## src/rtl/edo_pkg.sv

```systemverilog
package edo_pkg;
    typedef enum logic [3:0] {
        S_IDLE,   // no row open
        S_ACT,    // row address on bus, RAS# falls at end
        S_RCD,    // RAS-to-CAS wait
        S_CSET,   // column on bus, CAS# falls at end
        S_CLO,    // CAS# low hold
        S_PAGE,   // CAS# precharge, row open
        S_CLOSE,  // wait minimum RAS# low, then raise it
        S_PRE,    // RAS# precharge
        S_RRAS,   // refresh: CAS# low, RAS# falls at end
        S_RHOLD   // refresh: RAS# low hold
    } ctl_st_e;
endpackage

```

## src/rtl/edo_ref_timer.sv

```systemverilog
module edo_ref_timer #(
    parameter int REF_INT = 1560
) (
    input  logic clk,
    input  logic rst_n,
    input  logic ack,
    output logic due
);
    localparam int TW = $clog2(REF_INT + 1);

    logic [TW-1:0] cnt_d, cnt_q;
    logic          due_d, due_q;

    always_comb begin
        cnt_d = cnt_q;
        due_d = due_q;
        if (ack) begin
            cnt_d = TW'(REF_INT - 1);
            due_d = 1'b0;
        end else if (cnt_q == '0) begin
            due_d = 1'b1;
        end else begin
            cnt_d = cnt_q - 1'b1;
        end
    end

    always_ff @(posedge clk) begin
        if (!rst_n) begin
            cnt_q <= TW'(REF_INT - 1);
            due_q <= 1'b0;
        end else begin
            cnt_q <= cnt_d;
            due_q <= due_d;
        end
    end

    assign due = due_q;
endmodule

```

## src/rtl/edo_row_hit.sv

```systemverilog
module edo_row_hit #(
    parameter int ROW_W = 11
) (
    input  logic [ROW_W-1:0] open_row,
    input  logic [ROW_W-1:0] new_row,
    output logic             hit
);
    assign hit = (open_row == new_row);
endmodule

```

## src/rtl/edo_page_ctrl.sv

```systemverilog
module edo_page_ctrl
    import edo_pkg::*;
#(
    parameter int ROW_W   = 11,
    parameter int COL_W   = 10,
    parameter int DQ_W    = 8,
    parameter int CNT_W   = 4,
    parameter int T_RCD   = 2,
    parameter int T_CAS   = 2,
    parameter int T_CP    = 1,
    parameter int T_RAS   = 4,
    parameter int T_RP    = 3,
    parameter int REF_INT = 1560
) (
    input  logic                                       clk,
    input  logic                                       rst_n,
    input  logic                                       req_valid,
    output logic                                       req_ready,
    input  logic                                       req_we,
    input  logic [ROW_W+COL_W-1:0]                     req_addr,
    input  logic [DQ_W-1:0]                            req_wdata,
    output logic                                       rd_valid,
    output logic [DQ_W-1:0]                            rd_data,
    output logic                                       dram_ras_n,
    output logic                                       dram_cas_n,
    output logic                                       dram_we_n,
    output logic                                       dram_oe_n,
    output logic [((ROW_W > COL_W) ? ROW_W : COL_W)-1:0] dram_addr,
    output logic [DQ_W-1:0]                            dram_dq_out,
    output logic                                       dram_dq_oe,
    input  logic [DQ_W-1:0]                            dram_dq_in
);
    localparam int DA_W = (ROW_W > COL_W) ? ROW_W : COL_W;

    typedef struct packed {
        ctl_st_e          st;
        logic [CNT_W-1:0] cnt;
        logic [CNT_W-1:0] ras_age;
        logic             ras_n, cas_n, we_n, oe_n;
        logic [DA_W-1:0]  addr;
        logic [DQ_W-1:0]  dq_out;
        logic             dq_oe;
        logic [ROW_W-1:0] open_row;
        logic [ROW_W-1:0] req_row;
        logic [COL_W-1:0] req_col;
        logic             req_wr;
        logic [DQ_W-1:0]  wdata;
        logic             req_pend, ref_pend, rd_pend;
        logic [DQ_W-1:0]  rdat;
        logic             rvld;
    } ctl_t;

    ctl_t d, q;
    logic ref_due, ref_ack, row_hit;
    logic [ROW_W-1:0] in_row;
    logic [COL_W-1:0] in_col;

    assign in_row = req_addr[ROW_W+COL_W-1:COL_W];
    assign in_col = req_addr[COL_W-1:0];

    edo_ref_timer #(.REF_INT(REF_INT)) u_ref (
        .clk(clk), .rst_n(rst_n), .ack(ref_ack), .due(ref_due)
    );

    edo_row_hit #(.ROW_W(ROW_W)) u_hit (
        .open_row(q.open_row), .new_row(in_row), .hit(row_hit)
    );

    assign req_ready = !ref_due &&
                       ((q.st == S_IDLE) || (q.st == S_PAGE && q.cnt == '0));

    always_comb begin
        d         = q;
        d.rvld    = 1'b0;
        ref_ack   = 1'b0;
        if (!q.ras_n) begin
            if (q.ras_age < CNT_W'(T_RAS)) d.ras_age = q.ras_age + 1'b1;
        end else begin
            d.ras_age = '0;
        end
        case (q.st)
            S_IDLE: begin
                if (ref_due) begin
                    ref_ack = 1'b1;
                    d.cas_n = 1'b0;
                    d.st    = S_RRAS;
                end else if (req_valid) begin
                    d.req_row = in_row;
                    d.req_col = in_col;
                    d.req_wr  = req_we;
                    d.wdata   = req_wdata;
                    d.addr    = DA_W'(in_row);
                    d.st      = S_ACT;
                end
            end
            S_ACT: begin
                d.ras_n    = 1'b0;
                d.open_row = q.req_row;
                d.cnt      = CNT_W'(T_RCD - 1);
                d.st       = S_RCD;
            end
            S_RCD: begin
                if (q.cnt != '0) begin
                    d.cnt = q.cnt - 1'b1;
                end else begin
                    d.addr   = DA_W'(q.req_col);
                    d.we_n   = !q.req_wr;
                    d.oe_n   = q.req_wr;
                    d.dq_oe  = q.req_wr;
                    d.dq_out = q.wdata;
                    d.st     = S_CSET;
                end
            end
            S_CSET: begin
                d.cas_n = 1'b0;
                d.cnt   = CNT_W'(T_CAS - 1);
                d.st    = S_CLO;
            end
            S_CLO: begin
                if (q.cnt != '0) begin
                    d.cnt = q.cnt - 1'b1;
                end else begin
                    d.cas_n   = 1'b1;
                    d.we_n    = 1'b1;
                    d.dq_oe   = 1'b0;
                    d.rd_pend = !q.req_wr;
                    d.cnt     = CNT_W'(T_CP - 1);
                    d.st      = S_PAGE;
                end
            end
            S_PAGE: begin
                if (q.rd_pend) begin
                    d.rdat    = dram_dq_in;
                    d.rvld    = 1'b1;
                    d.rd_pend = 1'b0;
                end
                if (q.cnt != '0) begin
                    d.cnt = q.cnt - 1'b1;
                end else if (ref_due) begin
                    d.ref_pend = 1'b1;
                    d.st       = S_CLOSE;
                end else if (req_valid) begin
                    d.req_row = in_row;
                    d.req_col = in_col;
                    d.req_wr  = req_we;
                    d.wdata   = req_wdata;
                    if (row_hit) begin
                        d.addr   = DA_W'(in_col);
                        d.we_n   = !req_we;
                        d.oe_n   = req_we;
                        d.dq_oe  = req_we;
                        d.dq_out = req_wdata;
                        d.st     = S_CSET;
                    end else begin
                        d.req_pend = 1'b1;
                        d.st       = S_CLOSE;
                    end
                end
            end
            S_CLOSE: begin
                if (q.ras_age >= CNT_W'(T_RAS - 1)) begin
                    d.ras_n = 1'b1;
                    d.oe_n  = 1'b1;
                    d.cnt   = CNT_W'(T_RP - 1);
                    d.st    = S_PRE;
                end
            end
            S_PRE: begin
                if (q.cnt != '0) begin
                    d.cnt = q.cnt - 1'b1;
                end else if (q.ref_pend) begin
                    ref_ack    = 1'b1;
                    d.ref_pend = 1'b0;
                    d.cas_n    = 1'b0;
                    d.st       = S_RRAS;
                end else if (q.req_pend) begin
                    d.req_pend = 1'b0;
                    d.addr     = DA_W'(q.req_row);
                    d.st       = S_ACT;
                end else begin
                    d.st = S_IDLE;
                end
            end
            S_RRAS: begin
                d.ras_n = 1'b0;
                d.cnt   = CNT_W'(T_RAS - 1);
                d.st    = S_RHOLD;
            end
            S_RHOLD: begin
                if (q.cnt != '0) begin
                    d.cnt = q.cnt - 1'b1;
                end else begin
                    d.ras_n = 1'b1;
                    d.cas_n = 1'b1;
                    d.cnt   = CNT_W'(T_RP - 1);
                    d.st    = S_PRE;
                end
            end
            default: d.st = S_IDLE;
        endcase
    end

    always_ff @(posedge clk) begin
        if (!rst_n) begin
            q       <= '0;
            q.st    <= S_IDLE;
            q.ras_n <= 1'b1;
            q.cas_n <= 1'b1;
            q.we_n  <= 1'b1;
            q.oe_n  <= 1'b1;
        end else begin
            q <= d;
        end
    end

    assign rd_valid    = q.rvld;
    assign rd_data     = q.rdat;
    assign dram_ras_n  = q.ras_n;
    assign dram_cas_n  = q.cas_n;
    assign dram_we_n   = q.we_n;
    assign dram_oe_n   = q.oe_n;
    assign dram_addr   = q.addr;
    assign dram_dq_out = q.dq_out;
    assign dram_dq_oe  = q.dq_oe;
endmodule

```

## config.mk

```make
export PLATFORM = sky130hd
export DESIGN_NAME = edo_page_ctrl
export DESIGN_NICKNAME = d
export VERILOG_FILES = /design/src/rtl/edo_pkg.sv /design/src/rtl/edo_ref_timer.sv /design/src/rtl/edo_row_hit.sv /design/src/rtl/edo_page_ctrl.sv
export SDC_FILE = /design/constraint.sdc
export NUM_CORES = 1
export LEC_CHECK = 0
export ABC_AREA = 1
export ABC_CLOCK_PERIOD_IN_PS = 2000
export BUFFER_PORTS_ARGS = -buffer_cell sky130_fd_sc_hd__clkbuf_2
export CORE_MARGIN = 1.5
export CORE_UTILIZATION = 30
export CTS_BUF_LIST = sky130_fd_sc_hd__clkbuf_2 sky130_fd_sc_hd__clkbuf_4 sky130_fd_sc_hd__clkbuf_8
export DETAILED_ROUTE_END_ITERATION = 6
export PLACE_DENSITY = 0.52
export SLEW_MARGIN = 10
export SYNTH_ARGS = -nofsm -noshare
export SYNTH_HDL_FRONTEND = slang
export SYNTH_SLANG_ARGS = --single-unit
export TNS_END_PERCENT = 50
```

## constraint.sdc

```tcl
create_clock -name clk -period 2 [get_ports clk]
set_input_delay 0.4 -clock clk [delete_from_list [all_inputs] [get_ports clk]]
set_output_delay 0.4 -clock clk [all_outputs]
set_load 0.03 [all_outputs]
```

==> reports/metrics.yaml <==
critical_path:
  cp.required_ps: 1600
  cp_max_fo: 5
  cp-end-kind: "output pin"
  worstSetupStartpointType: "flop"
  path_class: "flop to output pin"
  cp.arrival_ps: 1540
outcome:
  status: "finished, final reports clean"
power:
  p_sw_uw: 3470
  swShare_pct: 42.3
  ir_drop_v: 0.000731
  clkPwrFrac_pct: 18.3
  power_uw: 8190
  powerDensity_nw_per_um2: 1370
  power_frac_comb_pct: 45.7
  seq_power_share_pct: 36.1
  p_leak_uw: 0.00272
  p_int_uw: 4720
job:
  cap_violations: 0
detailed_routing:
  avgViaCountPerCell: 4.52
  vias: 4666
  routed_wl_um: 13100
  routedWlPerCell_um: 12.7
  post-route-drc-count: 0
  dr.pass1.iters: 5
  antenna_left: 0
  initialDrtViolationCount: 221
final_layout:
  final_cell_mix: "146 x nand2_1, 99 x inv_1, 97 x dfxtp_1"
  multiInputGateArea_um2: 2390
  fill_cells: 1848
  diodes: 0
  final_util_pct: 36.0
  regArea_um2: 2030
  final_area_um2: 5970
  area_delta_synth_final_pct: 16.9
  final_common_cell: "nand2_1"
  drive_gt1_share_pct: 20.1
  final_nets: 851
clocking:
  holdBufCountCts: 0
  clock_sinks: 101
  path_clk_slew_ps: 90
  htree_levels: 3
  cts_tree: "built"
  clockBufferDepth: 2
  clock_latency_ps: 390
  cts_buffers: 9
  root_buffer: "clkbuf_8"
synthesis:
  synth_warnings: 0
  ys_seq_elements: 101
  synth_top_area_share_pct: 39.6
  syn-num-nets: 789
  synth.area.top_cells: "dfxtp_1 40%, nand2_1 11%, inv_1 7.5%"
  synth.largest_area_cell: "dfxtp_1"
  postSynthAreaPerCell_um2: 6.85
  synth-seq-area-share_pct: 39.6
  synth_cells: 745
  ys_types: 38
  syn-cell-area_um2: 5110
floorplan:
  core_um2: 16600
  die-area_um2: 17800
  die_y_um: 133
  io_pins: 75
  initial_core_util_pct: 30.8
  die_w_um: 133
  num_rows: 47
global_routing:
  grt_pass1_vias: 4462
  grt_first_pass_wirelength_um: 21800
  grt_max_degree: 68
  grtUsageTotal_pct: 15.4
  grt_overflow: 0
  antenna_found_initial: 0
placement:
  io_buffers: 74
  routabilityCongestion: 0.851
  hpwl_um: 9540
  pre_cts_ws_ps: 123
  placed_cell_area_um2: 5650
timing:
  hold_violations: 0
  rsz0062_at_grt: "true"
  holdWs_ps: 261
  max_freq_mhz: 516
  fin_crit_sh_pct: 96.9
  worst_slack_ps: 61.8
  setup_viol: 0
  maxSlewViolCount: 0
  finalCriticalPeriod_ps: 1940
  worst_pin_slew_ps: 462
  clock_skew_ps: 15.3
  slew_headroom_pct: 68.9
hold_path:
  holdCritPathClass: "input pin to flop"
==> logic make-up after synthesis <==
logic type | share of synthesized area, %
AND/OR/NAND/NOR | 27.2
AO/OA/AOI/OAI | 16.6
buffers and inverters | 14.2
flip-flops | 39.6
XOR/XNOR | 1.72
adder cells (fa/ha/maj) | 0.735
==> critical path, stage by stage, from the launching register on <==
cell	delay, ps
dfxtp_1	330
inv_2	70
ha_2	190
nand3_2	70
buf_4	160
o21ai_2	160
clkbuf_8	180
==> synth_stat cells, drive strengths merged <==
master,n
a211oi,1
a21oi,75
a31oi,2
buf,38
clkbuf,15
clkinv,1
dfxtp,101
ha,3
inv,104
nand2,157
nand3,36
nand4,20
nor2,84
nor2b,2
nor3,9
nor4,1
o2111ai,4
o211ai,2
o21a,1
o21ai,74
o22ai,1
o41ai,1
or2,3
xnor2,4
xor2,6
==> metal layers <==
metal,vias to the layer above,part of all wire (%),global-route usage [%]
met2,88,45,25.0
met1,2085,49,19.9
li1,2485,-,-
met3,8,5.6,4.76
met4,0,0.99,3.62
met5,-,0,0
==> registers in the layout (all words and copies together) (netlist names) <==
name,flops
dram_ras_n,1
dram_cas_n,1
dram_addr,11
u_ref.due,1
dram_dq_out,8
rd_valid,1
dram_we_n,1
dram_oe_n,1
dram_dq_oe,1
rd_data,8
u_ref.cnt_q,11
q,56
==> what timing repair did <==
item,in CTS,in global routing
endpoints found under the setup margin,1,54
resized for setup,10,14
setup buffers,3,1
pin swaps,4,2
endpoints found under the hold margin,0,0
==> path summary, 6_finish.rpt <==
check,startpoint,endpoint,slack [ps],cells after the start
max,q[81],req_ready,60,6
min,dram_dq_in[7],rd_data[7],260,3
max reg2reg,q[81],q[86],150,11
min reg2reg,q[19],q[19],450,2
==> per-stage QoR <==
step / cells / setup TNS [ps]
after floorplan: 745 / 0
after global placement: 1012 / 0
after detailed placement: 1012 / 0
after CTS: 1031 / 0
after global routing: 1032 / -10.7
final: 1032 / 0
==> layout make-up <==
cell class | instances | share of cell area, %
Sequential cell | 101 | 34.0
Inverter | 105 | 6.60
Clock inverter | 5 | 1.40
Clock buffer | 11 | 2.43
Tap cell | 220 | 4.61
Multi-Input combinational cell | 486 | 40.0
Timing Repair Buffer | 104 | 10.9
==> power groups by stage <==
stage / sequential [uW] / combinational [uW] / clock [uW]
finish: 2950 / 3740 / 1500
global route: 3030 / 4240 / 1630
CTS: 2950 / 3740 / 1550
detailed placement: 2990 / 3640 / 0
global placement: 2980 / 3650 / 0
floorplan: 2970 / 2800 / 0
Power figures use the tool's default switching activity.
